`src/rtl/stop_recovery_ctrl.sv`:
```
module stop_recovery_ctrl #(
  parameter int LONG_CYCLES  = 4096,
  parameter int SHORT_CYCLES = 2048
) (
  input  logic clk,
  input  logic rst_n,
  input  logic osc_tick,
  input  logic stop_req,
  input  logic irq,
  input  logic brk,
  input  logic short_rec,
  input  logic flag_clr,
  output logic sys_clk_en,
  output logic div_clk_en,
  output logic core_run,
  output logic brk_flag
);
  localparam int CW = $clog2(LONG_CYCLES + 1);
  localparam logic [CW-1:0] LONG_LAST  = CW'(LONG_CYCLES - 1);
  localparam logic [CW-1:0] SHORT_LAST = CW'(SHORT_CYCLES - 1);

  typedef enum logic [1:0] {S_RUN = 2'd0, S_STOP = 2'd1, S_REC = 2'd2} mode_t;

  mode_t         state;
  logic [CW-1:0] cnt;
  logic [CW-1:0] last;
  logic          pend;

  wire wake     = irq | brk;
  wire enter    = (state == S_RUN) && stop_req;
  wire start    = (state == S_STOP) && (wake || pend);
  wire done     = (state == S_REC) && osc_tick && (cnt == last);
  wire brk_set  = brk && ((state == S_STOP) || enter);

  assign sys_clk_en = (state == S_RUN);
  assign div_clk_en = (state == S_RUN);

  always_ff @(posedge clk or negedge rst_n) begin
    if (!rst_n) begin
      state <= S_RUN;
      pend  <= 1'b0;
    end else begin
      case (state)
        S_RUN: if (stop_req) begin
          state <= S_STOP;
          pend  <= wake;
        end
        S_STOP: if (start) begin
          state <= S_REC;
          pend  <= 1'b0;
        end
        S_REC: if (done) state <= S_RUN;
        default: state <= S_RUN;
      endcase
    end
  end

  always_ff @(posedge clk or negedge rst_n) begin
    if (!rst_n) begin
      cnt  <= '0;
      last <= LONG_LAST;
    end else if (start) begin
      cnt  <= '0;
      last <= short_rec ? SHORT_LAST : LONG_LAST;
    end else if (state != S_REC || done) begin
      cnt <= '0;
    end else if (osc_tick) begin
      cnt <= cnt + 1'b1;
    end
  end

  always_ff @(posedge clk or negedge rst_n) begin
    if (!rst_n) begin
      core_run <= 1'b0;
      brk_flag <= 1'b0;
    end else begin
      core_run <= done;
      if (brk_set)       brk_flag <= 1'b1;
      else if (flag_clr) brk_flag <= 1'b0;
    end
  end
endmodule


```
`config.mk`:
```
export PLATFORM = sky130hd
export DESIGN_NAME = stop_recovery_ctrl
export DESIGN_NICKNAME = d
export VERILOG_FILES = /design/src/rtl/stop_recovery_ctrl.sv
export SDC_FILE = /design/constraint.sdc
export NUM_CORES = 1
export LEC_CHECK = 0
export BUFFER_PORTS_ARGS = -buffer_cell sky130_fd_sc_hd__buf_2
export CAP_MARGIN = 20
export CORE_UTILIZATION = 50
export DETAILED_ROUTE_END_ITERATION = 7
export GPL_ROUTABILITY_DRIVEN = 1
export PLACE_DENSITY = 0.73
export REMOVE_ABC_BUFFERS = 1
export SLEW_MARGIN = 30
export SYNTH_ARGS = -nofsm -noshare
export SYNTH_HDL_FRONTEND = slang
export SYNTH_SLANG_ARGS = --single-unit
```
`constraint.sdc`:
```
create_clock -name clk -period 1.6 [get_ports clk]
set_clock_uncertainty 0.2 [all_clocks]
set_input_delay 0.32 -clock clk [delete_from_list [all_inputs] [get_ports clk]]
set_output_delay 0.32 -clock clk [all_outputs]
set_load 0.01 [all_outputs]
```
## Yosys cells after proc, flatten, opt, wreduce, memory -nomap -nowiden

Index checks and enable logic that the tools add are counted.

| cells by class | value |
|---|---|
| $add $sub $neg | 1 |
| $mul | 0 |
| divide/modulo/power cells | 0 |
| magnitude comparators | 0 |
| eq/ne operators | 7 |
| shift-type cells | 0 |
| mux-type cells | 13 |
| bitwise logic cells | 1 |
| reduce and logical (&&, ||, !) cells | 14 |

Operators by type and width:

| operator | count |
|---|---|
| two-way mux 13 bit | 3 |
| adder 13 x 1 -> 13 bit (second input constant) | 1 |
| == test 13 bit | 1 |
| two-way mux 12 bit | 1 |
| != test 2 bit (second input constant) | 4 |
| two-way mux 2 bit | 3 |
| case mux 2 bit (3 select lines) | 1 |
| AND reduction 3 bit | 2 |
| logical AND 1 bit | 5 |
| two-way mux 1 bit | 4 |
| nonzero test 2 bit | 2 |
| logical OR 1 bit | 3 |
| nonzero test 3 bit | 1 |
| == test 2 x 1 -> 1 bit (second input constant) | 1 |
| == test 2 bit (second input constant) | 1 |
| zero test 2 bit | 1 |
| case mux 1 bit (2 select lines) | 1 |
| bitwise OR 1 bit | 1 |

| word-level totals | value |
|---|---|
| register bits | 31 |
| bits in latches | 0 |
| RAM bits | 0 |
| memory bits (read-only) | 0 |
| bits of input ports | 8 |
| output and inout bits | 4 |
| logic and storage cells | 42 |
| memories kept | 0 |

## Depth between registers and ports, before layout

Gate-level depths: netlist (run 1).

| logic depth | value |
|---|---|
| depth in word-level cells | 6 |
| mapped depth | 6 |

## Worst setup path before layout (run 1)

Ideal clock, no wire load.

| path | value |
|---|---|
| path type | register to register |
| start point | register cnt[0] |
| end point | register state[1] |
| arrival | 1.312 ns |
| slack | -0.041 ns |
| stages on the path, launching flop included | 7 |
| buffers on the path | 1 |
| clock period less this slack | 1.641 ns |
| path through | dfrtp_1 ha_1 and3_1 nand3_1 o21ai_2 buf_2 o21ai_1 |

| between the ends | value |
|---|---|
| cells in the longest elaborated chain, start to end | 4 |

RTL lines:

| item | line | source |
|---|---|---|
| from (decl) | 25 | `logic [CW-1:0] cnt;` |
| from (signal assigned) | 68 | `cnt <= cnt + 1'b1;` |
| == test 13 bit | 32 | `wire done = (state == S_REC) && osc_tick && (cnt == last);` |
| logical AND 1 bit | 32 |  |
| != test 2 bit (no line) | - |  |
| AND reduction 3 bit (no line) | - |  |
| to (signal assigned) | 40 | `state <= S_RUN;` |
| to (signal assigned) | 45 | `state <= S_STOP;` |
| to (signal assigned) | 49 | `state <= S_REC;` |
| to (decl) | 24 | `mode_t state;` |

Every way passes these cells.
A chain may end at the register's enable or synchronous reset.

## Worst setup path after layout (run 1)

| path | value |
|---|---|
| start point | register pend |
| end point | register cnt[10] |

| between the ends | value |
|---|---|
| cells in the longest elaborated chain, start to end | 3 |
| elaborated cells on any way between the ends | 4 |
| those cells by class | mux (1); reduce/logical (3) |

RTL lines:

| item | line | source |
|---|---|---|
| from (decl) | 27 | `logic pend;` |
| from (signal assigned) | 46 | `pend <= wake;` |
| logical OR 1 bit * | 31 | `wire start = (state == S_STOP) && (wake \|\| pend);` |
| logical AND 1 bit * | 31 |  |
| nonzero test 3 bit (no line) / two-way mux 13 bit (equally long branches) | - |  |

Every way passes the cells marked *; elsewhere a longest branch is shown, timed or not.

==> metrics, run 1 <==
status finished with violations; violated checks setup timing; input/output buffers 11; most common cell in the netlist dfrtp_1; Worst-Margin Slew about 0.45 ns; HPWL Detailed ~1600 um; Post-DRT Antenna Nets 0; first-pass GRT wire length around 4100 um; pwr/cell area 1210 nW/um^2; core box area 1800 sq um; crit path kind reg2reg; routability cong. between 0.7 and 0.8; synthesis-stage register bit count 19; Register Area about 480 sq um; Die Width between 40 and 50 um; critical path's top delay family simple AND/OR/NAND/NOR gates; WL/cell ~18 um; EDFF count, synth 0; Rows 15; setup_tns -1.02 ns; CP Max Fanout 6; TritonCTS clock tree done; crit-path cells or4_4 > o211ai_4 > nor3_1 > o211a_1; Place WS -0.190 ns; crit-path max cell delay ~0.55 ns; crit share post-route 109%; antenna violations before repair 0; fin crit period around 1.7 ns; vias in the first global route between 800 and 900; Max clock buf depth 2; top post-synthesis cells by count dfrtp_1 (18), nor2_1 (15); cell count after synthesis 97; routed vias 926; Critical Path AT about 1.7 ns; Layout Area Growth over Synthesis 46.0%; # clock sinks 19; GRT Total Usage between 20% and 30%; Seq/Total Area, Yosys a little under half; Die ar. between 2000 and 2500 sq um; Worst EP required 1.60 ns; fin nets 149; Syn. warnings 0; area share of the largest cell type after synthesis a little under half; Worst Path Buf+Inv 0; leading area contributor after synthesis dfrtp_1; clock slew at reported path FFs approximately 0.11 ns; final hold vios 0; synth top area cells dfrtp_1 (45%), nor2_1 (5.7%), xnor2_1 (3.5%), xor2_1 (3.5%), mux2i_1 (3.0%); ys async rst share between 90% and 100%; DR vias/cell around 5.6; Die H between 40 and 50 um; Leak ~0.66 nW; initial DRC count 27; Worst Hold Class in2reg; CTS root buffer clkbuf_4; Worst slew margin ~70%; slowest CP cell or4_4; # fillers ~110; PnR worst setup slack -0.141 ns; Max Clk Rate ~0.57 GHz; final WL 2910 um; mean post-synth cell area ~10 sq um; final-report setup violation count 15; share of post-route cells with drive strength above 1 48.2%; ANT cells 0; drt drc 0; Initial DRT Pass Iterations 4; CP Launch Type register; Critical Path End Type register; final slew viol count 0; I/O pins 12; clock latency on the worst-skew pair 0.30 ns; Multi-input gate area 584 sq um; cts bufs inserted 3; synthesized area 996 sq um; Max-cap violations 0; Max VDD drop about 920 uV; initial core utilization between 50 and 60%; largest net degree at the start of global routing 20; GRT Residual Overflow 0; number of H-tree levels 1; dominant synthesized flop cell dfrtp_1; unrepaired setup endpoints after global routing true; Netlist cell types 37
[final cells by class]
type                       instances  share of cell area, %
multi-input combinational         72                   40.2
clock buffer                       3                   1.55
sequential                        19                   32.8
timing repair buffer              41                   22.2
inverter                           3                  0.775
clock inverter                     1                  0.344
tap                               25                   2.15
[final timing paths]
check / cells after the start / endpoint / start / slack, ns
min: 3 / state[0]$_DFFE_PN0P_ / stop_req / 0.10
max in group asynchronous: 2 / last[11]$_DFFE_PN1N_ / rst_n / 0.59
max: 4 / cnt[10]$_DFFE_PN0P_ / pend$_DFFE_PN0P_ / -0.14
max reg2reg: 4 / cnt[10]$_DFFE_PN0P_ / pend$_DFFE_PN0P_ / -0.14
min in group asynchronous: 2 / cnt[6]$_DFFE_PN0P_ / rst_n / 0.28
min reg2reg: 2 / last[11]$_DFFE_PN1N_ / last[11]$_DFFE_PN1N_ / 0.32
[through the flow]
stage | cell area, sq um | cells | total power [mW] | hold slack (ns) | utilization, %
6_report | 1450 | 164 | 1.76 | 0.104 | 80.7
3_3_place_gp | 1230 | 153 | 1.17 | 0.0755 | 68.3
5_1_grt | 1450 | 164 | 1.85 | 0.113 | 80.7
4_1_cts | 1370 | 163 | 1.62 | 0.0860 | 76.2
3_5_place_dp | 1230 | 153 | 1.20 | 0.0803 | 68.3
2_1_floorplan | 972 | 94 | 0.903 | -0.176 | -
[layout by cell type, fill, tap and decap left out, types with 2 or more instances in the layout]
cell | Yosys | final
inv_1 | 3 | 3
a21oi_1 | 4 | 2
clkbuf_4 | 0 | 3
buf_4 | 1 | 21
buf_6 | 1 | 8
nor2_1 | 15 | 9
xor2_1 | 4 | 3
nor3_1 | 4 | 3
nand4_1 | 3 | 3
mux2i_1 | 3 | 3
xnor2_1 | 4 | 4
o31ai_1 | 2 | 2
dfrtp_1 | 18 | 18
nor2_4 | 0 | 3
buf_2 | 1 | 9
nor2_2 | 1 | 4
a21oi_2 | 0 | 2
or4_4 | 1 | 3
nand2_1 | 4 | 4
o211ai_1 | 2 | 2
and4_1 | 3 | 3
o21ai_4 | 1 | 2
dlygate4sd3_1 | 0 | 3
[worst register-to-register path, stage by stage (launching register included)]
cell and delay, ns:
dfrtp_1 0.41, or4_4 0.55, o211ai_4 0.16, nor3_1 0.11
o211a_1 0.21
[routing by layer]
layer	GRT usage [%]	vias up	wire length, um
li1	-	429	-
met1	36.4	454	1230
met2	45.6	37	1470
met3	5.10	6	159
met4	9.71	0	44
met5	0	-	0
[where the power goes]
part / internal [mW] / switching [mW]
clock network: 0.0933 / 0.155
logic: 0.459 / 0.438
registers: 0.561 / 0.0506
[cells by family (layout without fill, tap and decap cells)]
logic type	Yosys count	after routing	share of synthesized area [%]
adders and majority gates	1	1	1.26
DFF	19	19	47.9
AOI/OAI and AO/OA	18	18	13.9
xor gates and xnor gates	8	8	7.03
muxes	3	3	3.02
buffers and inverters	6	48	3.52
and+or+nand+nor	42	42	23.4
[state kept, by name, summed over array words and instances (netlist names)]
register,flops
brk_flag,1
cnt,13
core_run,1
last,1
pend,1
state,2
[timing repair]
| action | CTS | global route |
|---|---|---|
| hold endpoints to repair | 20 | 0 |
| endpoints found under the setup margin | 15 | 17 |
| hold buffers | 3 | 0 |
| setup buffers | 3 | 1 |
| resized for setup | 13 | 19 |
| pin swaps | 9 | 7 |
Power figures use the tool's default switching activity.
==> inputs of run 2 (changes only) <==
==> constraint.sdc (replaced) <==
create_clock -name clk -period 1.6 [get_ports clk]
set_clock_uncertainty 0.2 [all_clocks]
set_input_delay 0.24 -clock clk [delete_from_list [all_inputs] [get_ports clk]]
set_output_delay 0.24 -clock clk [all_outputs]
set_load 0.01 [all_outputs]
==> run 2 against run 1 <==
Clock-buffer cell count rose by 1. Cell count fell by 2.4%. The run still ends with setup timing left. Worst hold slack got worse by 0.082 ns. Critical path depth rose by 2. Critical endpoint is now cnt[3]$_DFFE_PN0P_. Routed wire length fell by 16%. Combinational power fell by 19%. Non-clock buffer count fell by 4. Setup slack improved by 0.061 ns. Die area did not move. Largest power group unchanged. Via count fell by 5.9%. Largest cell class unchanged.
==> metrics, run 2 (synthesis results as in run 1) <==
Max clock buf depth 2 (unchanged); critical path depth in cells 6 (+2); ANT cells 0 (unchanged); CP Launch Type register; routability cong. 0.807 (+2.0%); first-pass GRT wire length 3600 um (-12%); most common cell after layout, fill and taps aside buf_4; R2R cell count 6 (+2); drt drc 0 (unchanged); Clk pwr share 15.6% (+1.5 points); cts bufs inserted 3 (unchanged); Top Registers cnt x13, state x2; CP Max Fanout 6 (unchanged); PnR worst setup slack -0.0793 ns (+0.0613 ns); Die ar. 2170 sq um (unchanged); CTS root buffer clkbuf_4; final-report setup violation count 14 (-1); slowest CP cell dfrtp_1; clock slew at reported path FFs 0.11 ns (about the same); Worst slew margin 71.1% (+1.0 points); highest-count cells in the layout ignoring fill and taps buf_4 (20), dfrtp_1 (18), nor2_1 (11), buf_2 (11), nor2_2 (5); final hold vios 0 (unchanged); TritonCTS clock tree done; status finished with violations; total power 1.58 mW (-9.9%); Layout Area Growth over Synthesis 37.4%; Critical Path End Type register; P_sw 564 uW (-12%); initial DRC count 29 (+7.4%); final WL 2450 um (-16%); post-layout util 76.0% (-4.7 points); Max VDD drop 800 uV (-13%); largest net degree at the start of global routing 20 (unchanged); violated checks setup timing; largest reg by FF count cnt; Critical Path AT 1.67 ns (-0.07 ns); critical path's top delay family simple AND/OR/NAND/NOR gates; unrepaired setup endpoints after global routing true; HPWL Detailed 1550 um (-4.3%); clock latency on the worst-skew pair 0.30 ns (about the same); Rows 15 (unchanged); DR vias/cell 5.44 (-3.6%); # clock sinks 19 (unchanged); crit-path max cell delay 0.37 ns (-0.18 ns); Net Sw Frac 35.6% (-0.99 points); I/O pins 12 (unchanged); Max-cap violations 0 (unchanged); input/output buffers 11 (unchanged); Internal 1.02 mW (-8.5%); share of post-route cells with drive strength above 1 43.0% (-5.2 points); crit-path cells ha_2 > and3_4 > nand3_4 > o21ai_4 > buf_6 > nor2_1; fin crit period 1.68 ns (-0.0613 ns); Post-DRT Antenna Nets 0 (unchanged); core box area 1800 sq um (unchanged); combinational share of power 46.1% (-5.0 points); crit path kind reg2reg; final slew viol count 0 (unchanged); max FFs per register 13 (unchanged); Worst-Margin Slew 0.430 ns (-0.0159 ns); Leak 0.618 nW (-5.9%); Hold Path Depth 3 (unchanged); setup_tns -0.697 ns (+0.319 ns); antenna violations before repair 0 (unchanged); Flop pwr share 38.3% (+3.5 points); GRT Total Usage 24.3% (-3.5 points); routed vias 871 (-5.9%); vias in the first global route 829 (-5.4%); Initial DRT Pass Iterations 4 (unchanged); number of H-tree levels 1 (unchanged); Worst EP required 1.59 ns (about the same); initial core utilization 55.3% (unchanged); fin nets 145 (-2.7%); WL/cell 15.3 um (-14%); GRT Residual Overflow 0 (unchanged); Die H 46.6 um (unchanged); pwr/cell area 1160 nW/um^2 (-4.3%); Worst Path Buf+Inv 1 (+1); Die Width 46.6 um (unchanged); Worst Hold Class in2reg; crit share post-route 105% (-3.8 points); Max Clk Rate 0.595 GHz (+3.6%)
==> run 2: cell count changes in the layout (fill, tap and decap cells not counted), sizes merged <==
| cell | change |
|---|---|
| buf | -4 |
| clkbuf | +1 |
| clkinv | -1 |
==> run 2: worst min-delay path: stages <==
cell and delay (ns):
buf_2 0.11, mux2i_1 0.07, nor2_1 0.07
==> run 2: per-stage QoR <==
| step | instances | instance area, sq um | hold WS [ns] | worst slack [ns] |
|---|---|---|---|---|
| after global routing | 160 | 1370 | 0.0403 | -0.136 |
| after detailed placement | 149 | 1200 | -0.00155 | -0.106 |
| after global placement | 149 | 1200 | -0.00423 | -0.0765 |
| after CTS | 158 | 1310 | 0.0262 | -0.0662 |
| after floorplan | 94 | 972 | -0.256 | -0.130 |
| final | 160 | 1370 | 0.0223 | -0.0793 |
==> run 2: timing repair <==
action,CTS,global route
hold buffers,3,0
endpoints found under the setup margin,14,16
buffers inserted,2,2
pin swaps,5,8
hold endpoints to repair,21,0
gates resized for setup,7,11
==> run 2: power by group through the flow <==
stage	sequential [mW]	clock (mW)	combinational [mW]
after floorplan	0.639	0	0.264
after global placement	0.607	0	0.554
after detailed placement	0.612	0	0.578
after CTS	0.604	0.248	0.637
after global routing	0.616	0.275	0.776
final	0.607	0.246	0.730
==> run 2: cell type report <==
cell class / count / area (sq um)
clock buffer: 4 / 26.3
fill: 122 / 433
inverter: 3 / 11.3
multi-input combinational: 72 / 554
sequential: 19 / 477
tap: 25 / 31.3
timing repair buffer: 37 / 269
==> run 2: path summary, 6_finish.rpt <==
kind                       slack (ns)                 from                   end
setup / recovery                -0.08   cnt[0]$_DFFE_PN0P_    cnt[3]$_DFFE_PN0P_
hold / removal                   0.02             stop_req  state[0]$_DFFE_PN0P_
setup reg to reg                -0.08   cnt[0]$_DFFE_PN0P_    cnt[3]$_DFFE_PN0P_
hold reg to reg                  0.35  cnt[10]$_DFFE_PN0P_   cnt[10]$_DFFE_PN0P_
max in group asynchronous        0.67                rst_n  last[11]$_DFFE_PN1N_
min in group asynchronous        0.20                rst_n    cnt[8]$_DFFE_PN0P_
==> run 2: per-layer routing <==
layer / share of wire, % / up-vias / track usage, % / wire [um]
met3: 2.8 / 8 / 5.10 / 69
met5: 0 / - / 0 / 0
li1: - / 421 / - / -
met2: 52 / 21 / 39.2 / 1280
met1: 42 / 421 / 30.8 / 1030
met4: 2.7 / 0 / 11.4 / 65
